## src/rtl/crc_regeng_pkg.sv

```systemverilog
package crc_regeng_pkg;

    localparam int DW      = 32;
    localparam int REG_AW  = 4;

    localparam int ST_CMP   = 1;
    localparam int ST_EXP   = 4;
    localparam int ST_INRDY = 16;
    localparam int ST_OUTRDY = 17;
    localparam int ST_IDLE  = 18;
    localparam int ST_TBL   = 19;
    localparam int ST_LVL   = 20;

    localparam logic [3:0] MODE_STREAM = 4'd3;

    typedef enum logic [REG_AW-1:0] {
        RG_CTRL     = 4'd0,
        RG_POLY     = 4'd1,
        RG_RUN      = 4'd2,
        RG_COUNT    = 4'd3,
        RG_RELOAD   = 4'd4,
        RG_CAPTURE  = 4'd5,
        RG_CMP      = 4'd6,
        RG_FIFO     = 4'd7,
        RG_STATUS   = 4'd8,
        RG_IEN      = 4'd9,
        RG_IEN_SET  = 4'd10,
        RG_IEN_CLR  = 4'd11,
        RG_RESULT   = 4'd12,
        RG_REV      = 4'd13
    } reg_e;

    typedef struct packed {
        logic [8:0] rsv_hi;
        logic       cmp_mir;
        logic       poly_mir;
        logic       res_mir;
        logic       mir_first;
        logic       half_swap;
        logic       byte_rev;
        logic       bit_rev;
        logic [7:0] rsv_mid;
        logic [3:0] mode;
        logic [2:0] rsv_lo;
        logic       enable;
    } ctrl_t;

    function automatic logic [DW-1:0] rev32(input logic [DW-1:0] v);
        logic [DW-1:0] r;
        for (int i = 0; i < DW; i++) r[i] = v[DW-1-i];
        return r;
    endfunction

    function automatic logic [DW-1:0] mirror_in(input logic [DW-1:0] v, input ctrl_t c);
        logic [DW-1:0] a;
        logic [DW-1:0] b;
        for (int i = 0; i < DW; i++) a[i] = c.bit_rev ? v[(i & ~7) + 7 - (i & 7)] : v[i];
        for (int k = 0; k < DW/8; k++) b[8*k +: 8] = c.byte_rev ? a[8*(DW/8-1-k) +: 8] : a[8*k +: 8];
        return c.half_swap ? {b[DW/2-1:0], b[DW-1:DW/2]} : b;
    endfunction

    function automatic logic [DW-1:0] crc_word(input logic [DW-1:0] crc,
                                               input logic [DW-1:0] data,
                                               input logic [DW-1:0] poly);
        logic [DW-1:0] c;
        logic          fb;
        c = crc;
        for (int i = DW-1; i >= 0; i--) begin
            fb = c[DW-1] ^ data[i];
            c  = {c[DW-2:0], 1'b0} ^ (fb ? poly : '0);
        end
        return c;
    endfunction

endpackage

```

## src/rtl/crc_regeng_fifo.sv

```systemverilog
module crc_regeng_fifo #(
    parameter int DEPTH = 4,
    parameter int W     = 32,
    parameter int LVLW  = $clog2(DEPTH + 1)
) (
    input  logic            clk,
    input  logic            rst,
    input  logic            push,
    input  logic [W-1:0]    din,
    input  logic            pop,
    output logic [W-1:0]    dout,
    output logic [LVLW-1:0] level,
    output logic            full,
    output logic            empty
);
    localparam int PW = (DEPTH > 1) ? $clog2(DEPTH) : 1;

    logic [W-1:0]  mem [DEPTH];
    logic [PW-1:0] wr_ptr, rd_ptr;
    logic          do_push, do_pop;

    assign full    = (level == LVLW'(DEPTH));
    assign empty   = (level == '0);
    assign do_push = push && !full;
    assign do_pop  = pop && !empty;
    assign dout    = mem[rd_ptr];

    function automatic logic [PW-1:0] nxt(input logic [PW-1:0] p);
        return (p == PW'(DEPTH - 1)) ? '0 : p + 1'b1;
    endfunction

    always_ff @(posedge clk) begin
        if (do_push) mem[wr_ptr] <= din;
    end

    always_ff @(posedge clk) begin
        if (rst) begin
            wr_ptr <= '0;
            rd_ptr <= '0;
            level  <= '0;
        end else begin
            if (do_push) wr_ptr <= nxt(wr_ptr);
            if (do_pop)  rd_ptr <= nxt(rd_ptr);
            level <= level + LVLW'(do_push) - LVLW'(do_pop);
        end
    end
endmodule

```

## src/rtl/crc_regeng_core.sv

```systemverilog
module crc_regeng_core
    import crc_regeng_pkg::*;
(
    input  logic          clk,
    input  logic          rst,
    input  logic          seed_we,
    input  logic [DW-1:0] seed,
    input  logic          step,
    input  logic [DW-1:0] word,
    input  logic [DW-1:0] poly,
    output logic [DW-1:0] crc,
    output logic [DW-1:0] crc_nxt
);
    assign crc_nxt = crc_word(crc, word, poly);

    always_ff @(posedge clk) begin
        if (rst)          crc <= '0;
        else if (seed_we) crc <= seed;
        else if (step)    crc <= crc_nxt;
    end
endmodule

```

## src/rtl/crc_regeng.sv

```systemverilog
module crc_regeng
    import crc_regeng_pkg::*;
#(
    parameter int          FIFO_DEPTH  = 4,
    parameter int          TBL_CYCLES  = 8,
    parameter logic [31:0] REVISION    = 32'h0001_0300,
    parameter logic [31:0] POLY_RESET  = 32'h04C1_1DB7
) (
    input  logic              clk,
    input  logic              rst,
    input  logic              reg_wr,
    input  logic [REG_AW-1:0] reg_addr,
    input  logic [31:0]       reg_wdata,
    output logic [31:0]       reg_rdata,
    input  logic              s_valid,
    input  logic [31:0]       s_data,
    output logic              s_ready,
    output logic              irq
);
    localparam int LVLW = $clog2(FIFO_DEPTH + 1);
    localparam int TW   = $clog2(TBL_CYCLES + 1);

    ctrl_t           ctrl_q;
    logic [DW-1:0]   poly_q, cmp_q, cnt_q, reload_q, loaded_q, capture_q, result_q;
    logic            cnt_wr_q, res_valid_q;
    logic [1:0]      evt_q, ien_q;
    logic [TW-1:0]   tbl_cnt;

    logic wr_ctrl, wr_poly, wr_run, wr_cnt, wr_reload, wr_cmp, wr_fifo;
    logic wr_status, wr_ien, wr_ien_set, wr_ien_clr;
    logic en_rise, tbl_done, fifo_pop, fifo_push, expire, mismatch;
    logic fifo_full, fifo_empty;
    logic [LVLW-1:0] fifo_level;
    logic [DW-1:0]   push_raw, push_word, fifo_dout, core_word;
    logic [DW-1:0]   eff_poly, eff_cmp, crc_run, crc_nxt;
    logic [1:0]      evt_set, evt_clr;

    assign wr_ctrl    = reg_wr && (reg_addr == RG_CTRL);
    assign wr_poly    = reg_wr && (reg_addr == RG_POLY);
    assign wr_run     = reg_wr && (reg_addr == RG_RUN);
    assign wr_cnt     = reg_wr && (reg_addr == RG_COUNT);
    assign wr_reload  = reg_wr && (reg_addr == RG_RELOAD);
    assign wr_cmp     = reg_wr && (reg_addr == RG_CMP);
    assign wr_fifo    = reg_wr && (reg_addr == RG_FIFO);
    assign wr_status  = reg_wr && (reg_addr == RG_STATUS);
    assign wr_ien     = reg_wr && (reg_addr == RG_IEN);
    assign wr_ien_set = reg_wr && (reg_addr == RG_IEN_SET);
    assign wr_ien_clr = reg_wr && (reg_addr == RG_IEN_CLR);

    assign en_rise  = wr_ctrl && reg_wdata[0] && !ctrl_q.enable;
    assign tbl_done = (tbl_cnt == '0);

    // Input path: register writes win over the stream port
    assign s_ready   = !fifo_full && !wr_fifo;
    assign fifo_push = wr_fifo || (s_valid && s_ready);
    assign push_raw  = wr_fifo ? reg_wdata : s_data;
    assign push_word = ctrl_q.mir_first ? mirror_in(push_raw, ctrl_q) : push_raw;

    assign fifo_pop = ctrl_q.enable && (ctrl_q.mode == MODE_STREAM) && tbl_done
                      && !fifo_empty && (cnt_q != '0);
    assign core_word = ctrl_q.mir_first ? fifo_dout : mirror_in(fifo_dout, ctrl_q);

    assign eff_poly = ctrl_q.poly_mir ? rev32(poly_q) : poly_q;
    assign eff_cmp  = ctrl_q.cmp_mir  ? rev32(cmp_q)  : cmp_q;
    assign expire   = fifo_pop && (cnt_q == 32'd1);
    assign mismatch = (crc_nxt != eff_cmp);

    crc_regeng_fifo #(.DEPTH(FIFO_DEPTH), .W(DW), .LVLW(LVLW)) u_fifo (
        .clk(clk), .rst(rst), .push(fifo_push), .din(push_word),
        .pop(fifo_pop), .dout(fifo_dout), .level(fifo_level),
        .full(fifo_full), .empty(fifo_empty)
    );

    crc_regeng_core u_core (
        .clk(clk), .rst(rst), .seed_we(wr_run), .seed(reg_wdata),
        .step(fifo_pop), .word(core_word), .poly(eff_poly),
        .crc(crc_run), .crc_nxt(crc_nxt)
    );

    assign evt_set = expire ? {1'b1, mismatch} : 2'b00;
    assign evt_clr = wr_status ? {reg_wdata[ST_EXP], reg_wdata[ST_CMP]} : 2'b00;

    always_ff @(posedge clk) begin
        if (rst) begin
            ctrl_q      <= '0;
            poly_q      <= POLY_RESET;
            cmp_q       <= '0;
            cnt_q       <= '0;
            reload_q    <= '0;
            loaded_q    <= '0;
            capture_q   <= '0;
            result_q    <= '0;
            cnt_wr_q    <= 1'b0;
            res_valid_q <= 1'b0;
            evt_q       <= '0;
            ien_q       <= '0;
            tbl_cnt     <= '0;
        end else begin
            if (wr_ctrl)   ctrl_q   <= ctrl_t'(reg_wdata);
            if (wr_poly)   poly_q   <= reg_wdata;
            if (wr_cmp)    cmp_q    <= reg_wdata;
            if (wr_reload) reload_q <= reg_wdata;

            if (wr_poly)           tbl_cnt <= TW'(TBL_CYCLES);
            else if (!tbl_done)    tbl_cnt <= tbl_cnt - 1'b1;

            if (wr_cnt) begin
                cnt_q    <= reg_wdata;
                cnt_wr_q <= 1'b1;
            end else if (en_rise) begin
                cnt_q    <= cnt_wr_q ? cnt_q : reload_q;
                loaded_q <= cnt_wr_q ? cnt_q : reload_q;
                cnt_wr_q <= 1'b0;
            end else if (fifo_pop) begin
                cnt_q <= cnt_q - 1'b1;
            end

            if (en_rise) res_valid_q <= 1'b0;
            if (expire) begin
                result_q    <= crc_nxt;
                capture_q   <= loaded_q;
                res_valid_q <= 1'b1;
            end

            evt_q <= (evt_q & ~evt_clr) | evt_set;

            if (wr_ien)          ien_q <= {reg_wdata[ST_EXP], reg_wdata[ST_CMP]};
            else if (wr_ien_set) ien_q <= ien_q | {reg_wdata[ST_EXP], reg_wdata[ST_CMP]};
            else if (wr_ien_clr) ien_q <= ien_q & ~{reg_wdata[ST_EXP], reg_wdata[ST_CMP]};
        end
    end

    assign irq = |(evt_q & ien_q);

    logic [31:0] status;
    always_comb begin
        status            = '0;
        status[ST_CMP]    = evt_q[0];
        status[ST_EXP]    = evt_q[1];
        status[ST_INRDY]  = !fifo_full;
        status[ST_OUTRDY] = res_valid_q;
        status[ST_IDLE]   = fifo_empty;
        status[ST_TBL]    = tbl_done;
        status[ST_LVL +: 3] = 3'(fifo_level);
    end

    always_comb begin
        case (reg_addr)
            RG_CTRL:    reg_rdata = ctrl_q;
            RG_POLY:    reg_rdata = poly_q;
            RG_RUN:     reg_rdata = crc_run;
            RG_COUNT:   reg_rdata = cnt_q;
            RG_RELOAD:  reg_rdata = reload_q;
            RG_CAPTURE: reg_rdata = capture_q;
            RG_CMP:     reg_rdata = cmp_q;
            RG_STATUS:  reg_rdata = status;
            RG_IEN:     reg_rdata = {27'b0, ien_q[1], 2'b0, ien_q[0], 1'b0};
            RG_RESULT:  reg_rdata = ctrl_q.res_mir ? rev32(result_q) : result_q;
            RG_REV:     reg_rdata = REVISION;
            default:    reg_rdata = '0;
        endcase
    end
endmodule

```

## config.mk

```make
export PLATFORM = sky130hd
export DESIGN_NAME = crc_regeng
export DESIGN_NICKNAME = d
export VERILOG_FILES = /design/src/rtl/crc_regeng_pkg.sv /design/src/rtl/crc_regeng_fifo.sv /design/src/rtl/crc_regeng_core.sv /design/src/rtl/crc_regeng.sv
export SDC_FILE = /design/constraint.sdc
export NUM_CORES = 2
export LEC_CHECK = 0
export BUFFER_PORTS_ARGS = -buffer_cell sky130_fd_sc_hd__buf_4
export CAP_MARGIN = 20
export CORE_ASPECT_RATIO = 0.8
export CORE_MARGIN = 2
export CORE_UTILIZATION = 59
export CTS_CLUSTER_DIAMETER = 200
export DETAILED_ROUTE_END_ITERATION = 7
export PLACE_DENSITY = 0.79
export RECOVER_POWER = 25
export SYNTH_ARGS = -nofsm -noshare
export SYNTH_HDL_FRONTEND = slang
export SYNTH_SLANG_ARGS = --single-unit
```

## constraint.sdc

```tcl
create_clock -name clk -period 14.3 [get_ports clk]
set_clock_uncertainty 0.15 [all_clocks]
set_input_delay 4.29 -clock clk [delete_from_list [all_inputs] [get_ports clk]]
set_output_delay 4.29 -clock clk [all_outputs]
set_load 0.03 [all_outputs]
```

==> qor.yml <==
core_util_final_pct: 68.58
critical_path.slowest_cell: "sky130_fd_sc_hd__mux4_2"
final_design_area_no_fill_um2: 48070
cp.arrival_ns: 15.00
drt_pre_antenna_iters: 7
die_h_um: 241.6
endpoint: "evt_q[0]"
start_util_pct: 59.38
setup_viol: 16
drive_gt1_share_pct: 17.89
cts.root.buffer_cell: "sky130_fd_sc_hd__clkbuf_16"
initial_antenna_violation_count: 5
post_synth_num_cell_types: 104
synth.net_count: 5388
final.fill_count: 5475
dp_hpwl_um: 105600
layout.cells.most_common: "sky130_fd_sc_hd__nor2_1"
ys.warnings.count: 0
grt_pass1_wl_um: 227200
critPathCaptureType: "register"
max_slew.worst_pin.slew_ns: 2.952
rsz0062_at_grt: "yes"
worst_setup_hold_path_clk_slew_ns: 0.08
critical-path-top-cell-by-count: "sky130_fd_sc_hd__buf_4"
global_route.usage.total_pct: 40.02
synth-seq-cells: 435
worstPathMaxFanout: 23
detail_route.vias_per_cell: 6.578
grt_max_degree: 175
hp-class: "reg -> reg"
tritoncts: "done"
timing.reg2reg.setup_slack_ns: -0.43
netlist_area_before_placement_um2: 41630
layout.cells.most_common_list: "sky130_fd_sc_hd__nor2_1 (977), sky130_fd_sc_hd__xnor2_1 (771), sky130_fd_sc_hd__nand2_1 (612), sky130_fd_sc_hd__buf_4 (488), sky130_fd_sc_hd__a21oi_1 (397)"
detail_route.wl_per_cell_um: 24.14
final_hold_viol_count: 0
period_share_pct: 103.0
via_count: 41960
synth.yosys.seq_area_share_pct: 24.00
post_synth.cell_area_avg_um2: 7.850
cts_made_buffers: 38
max_freq_mhz: 67.90
worstRegToRegCells: 56
nNetsFinal: 5496
fp.coreArea_um2: 70100
number_of_global_route_vias_before_repair: 37720
placement.io_buffers: 105
globalRouteOverflowTotal: 0
pin_count: 106
clkLatencyLatePin_ns: 0.58
drt.antenna.violating_nets: 0
r2r_end: "evt_q[0]"
synth_ff_type: "sky130_fd_sc_hd__dfxtp_1"
edff_count_synth: 128
classification_of_the_worst_setup_path: "reg -> reg"
cp.required_ns: 14.57
syn_inst: 5303
rows: 87
relSlewSlack_pct: -96.78
critical_path.max_stage_delay_ns: 0.57
failed_checks: "max-capacitance violations, max-slew violations, negative setup slack"
clock_path_buffers: 3
synth-async-reset-ratio_pct: 0
finalWirelength_um: 154000
design.die.area_um2: 72710
clock-sinks: 435
final.setup.worst_slack_ns: -0.4280
initialDrtViolationCount: 7293
synth_to_final_area_change_pct: 15.49
cap_viol_max_count: 7
gp_routability_congestion: 1.005
postPlaceCellArea_um2: 45210
drv_slew: 243
setup.worst_path.start_class: "register"
timing.final.crit_period_ns: 14.73
detail_route.drc_violations: 0
outcome: "finished with violations"
fin_setup_tns_ns: -1.194
die-width_um: 301.0
cts-htree-levels: 2
-- Yosys cell counts (26+ instances only) --
cell	number	share of area [%]
sky130_fd_sc_hd__nor2_1	981	8.8
sky130_fd_sc_hd__xnor2_1	804	17
sky130_fd_sc_hd__nand2_1	614	5.5
sky130_fd_sc_hd__a21oi_1	402	4.8
sky130_fd_sc_hd__clkbuf_1	361	3.3
sky130_fd_sc_hd__dfxtp_1	307	15
sky130_fd_sc_hd__mux2i_1	306	7.4
sky130_fd_sc_hd__o21ai_0	131	1.6
sky130_fd_sc_hd__edfxtp_1	128	9.2
sky130_fd_sc_hd__nand3_1	82	0.99
sky130_fd_sc_hd__xor2_1	82	1.7
sky130_fd_sc_hd__a211oi_1	77	1.4
sky130_fd_sc_hd__mux2_2	76	2.1
sky130_fd_sc_hd__nor3_1	73	0.88
sky130_fd_sc_hd__xnor3_1	70	3.8
sky130_fd_sc_hd__buf_1	67	0.60
sky130_fd_sc_hd__a22oi_1	65	1.2
sky130_fd_sc_hd__mux4_2	50	2.7
sky130_fd_sc_hd__a221oi_1	48	1.0
sky130_fd_sc_hd__o22ai_1	33	0.50
sky130_fd_sc_hd__a41oi_1	28	0.59
sky130_fd_sc_hd__and2_1	28	0.42
sky130_fd_sc_hd__o211ai_1	27	0.49
sky130_fd_sc_hd__nand4_1	26	0.39
-- per-layer routing --
| metal | routed length, µm | GRT usage, % |
|---|---|---|
| met3 | 24300 | 13.67 |
| met4 | 8368 | 17.73 |
| met5 | 225 | 0.8598 |
| met2 | 63090 | 56.49 |
| met1 | 58040 | 54.95 |
-- worst min-delay path by stage --
stage,to,cells after the start,start,slack [ns]
final,capture_q[21],2,loaded_q[21],0.30
after global routing,ctrl_q[26],2,ctrl_q[26],0.32
after floorplan,capture_q[9],2,loaded_q[9],0.28
after CTS,capture_q[21],2,loaded_q[21],0.30
after global placement,capture_q[0],2,loaded_q[0],0.29
after detailed placement,capture_q[21],2,loaded_q[21],0.29
-- state kept, by name, summed over array words and instances (netlist names), named ones only --
signal and cells:
capture_q 32, cmp_q 32, cnt_q 32, cnt_wr_q 1, ctrl_q 32, evt_q 2
loaded_q 32, poly_q 32, reload_q 32, res_valid_q 1, result_q 32, tbl_cnt 4
u_core.crc 32, u_fifo.level 3, u_fifo.mem 128, u_fifo.rd_ptr 2, u_fifo.wr_ptr 2
-- cell families after synthesis --
kind of cell / Yosys count / synth area share, %
multiplexers: 438 / 12.33
flip-flops: 435 / 24.00
adder cells (fa/ha/maj): 13 / 0.4088
AO/OA/AOI/OAI: 976 / 15.01
AND/OR/NAND/NOR: 1968 / 19.87
XOR/XNOR: 986 / 23.74
buffers and inverters: 487 / 4.644
-- critical path, delay by kind of cell (launching register included) --
family          cells  cell delay (ns)
simple gates       17             4.06
buf+inv             9             1.75
compound gates     18             4.78
flops               1             0.42
mux                 5             1.37
xor+xnor            7             1.97
-- through the flow --
step / cells / setup WS (ns) / hold WS [ns]
2_1_floorplan: 5303 / 0.01344 / 0.2822
3_3_place_gp: 6262 / -0.1719 / 0.2851
3_5_place_dp: 6263 / -0.5166 / 0.2928
4_1_cts: 6349 / 0.001529 / 0.3025
5_1_grt: 6374 / -0.9485 / 0.3168
6_report: 6379 / -0.4280 / 0.2968
-- layout make-up --
cell class / count / area [µm²] / area share, %
Inverter: 20 / 75.07 / 0.1562
Clock inverter: 19 / 168.9 / 0.3514
Timing Repair Buffer: 534 / 4227 / 8.792
Sequential cell: 435 / 10010 / 20.83
Multi-Input combinational cell: 4382 / 31360 / 65.23
Clock buffer: 50 / 1047 / 2.178
Tap cell: 934 / 1169 / 2.431
Antenna cell: 5 / 12.51 / 0.02603
-- repair_timing --
action / 4_1_cts / 5_1_grt
endpoints found under the setup margin: 37 / 65
resized for setup: 76 / 140
buffers inserted: 17 / 18
pin swaps: 49 / 56
gates cloned: 0 / 1
hold buffers: 0 / 0
Power is left out: the tool's default activity adds up to more than one toggle a clock period on the data nets, which glitch-free logic cannot reach.
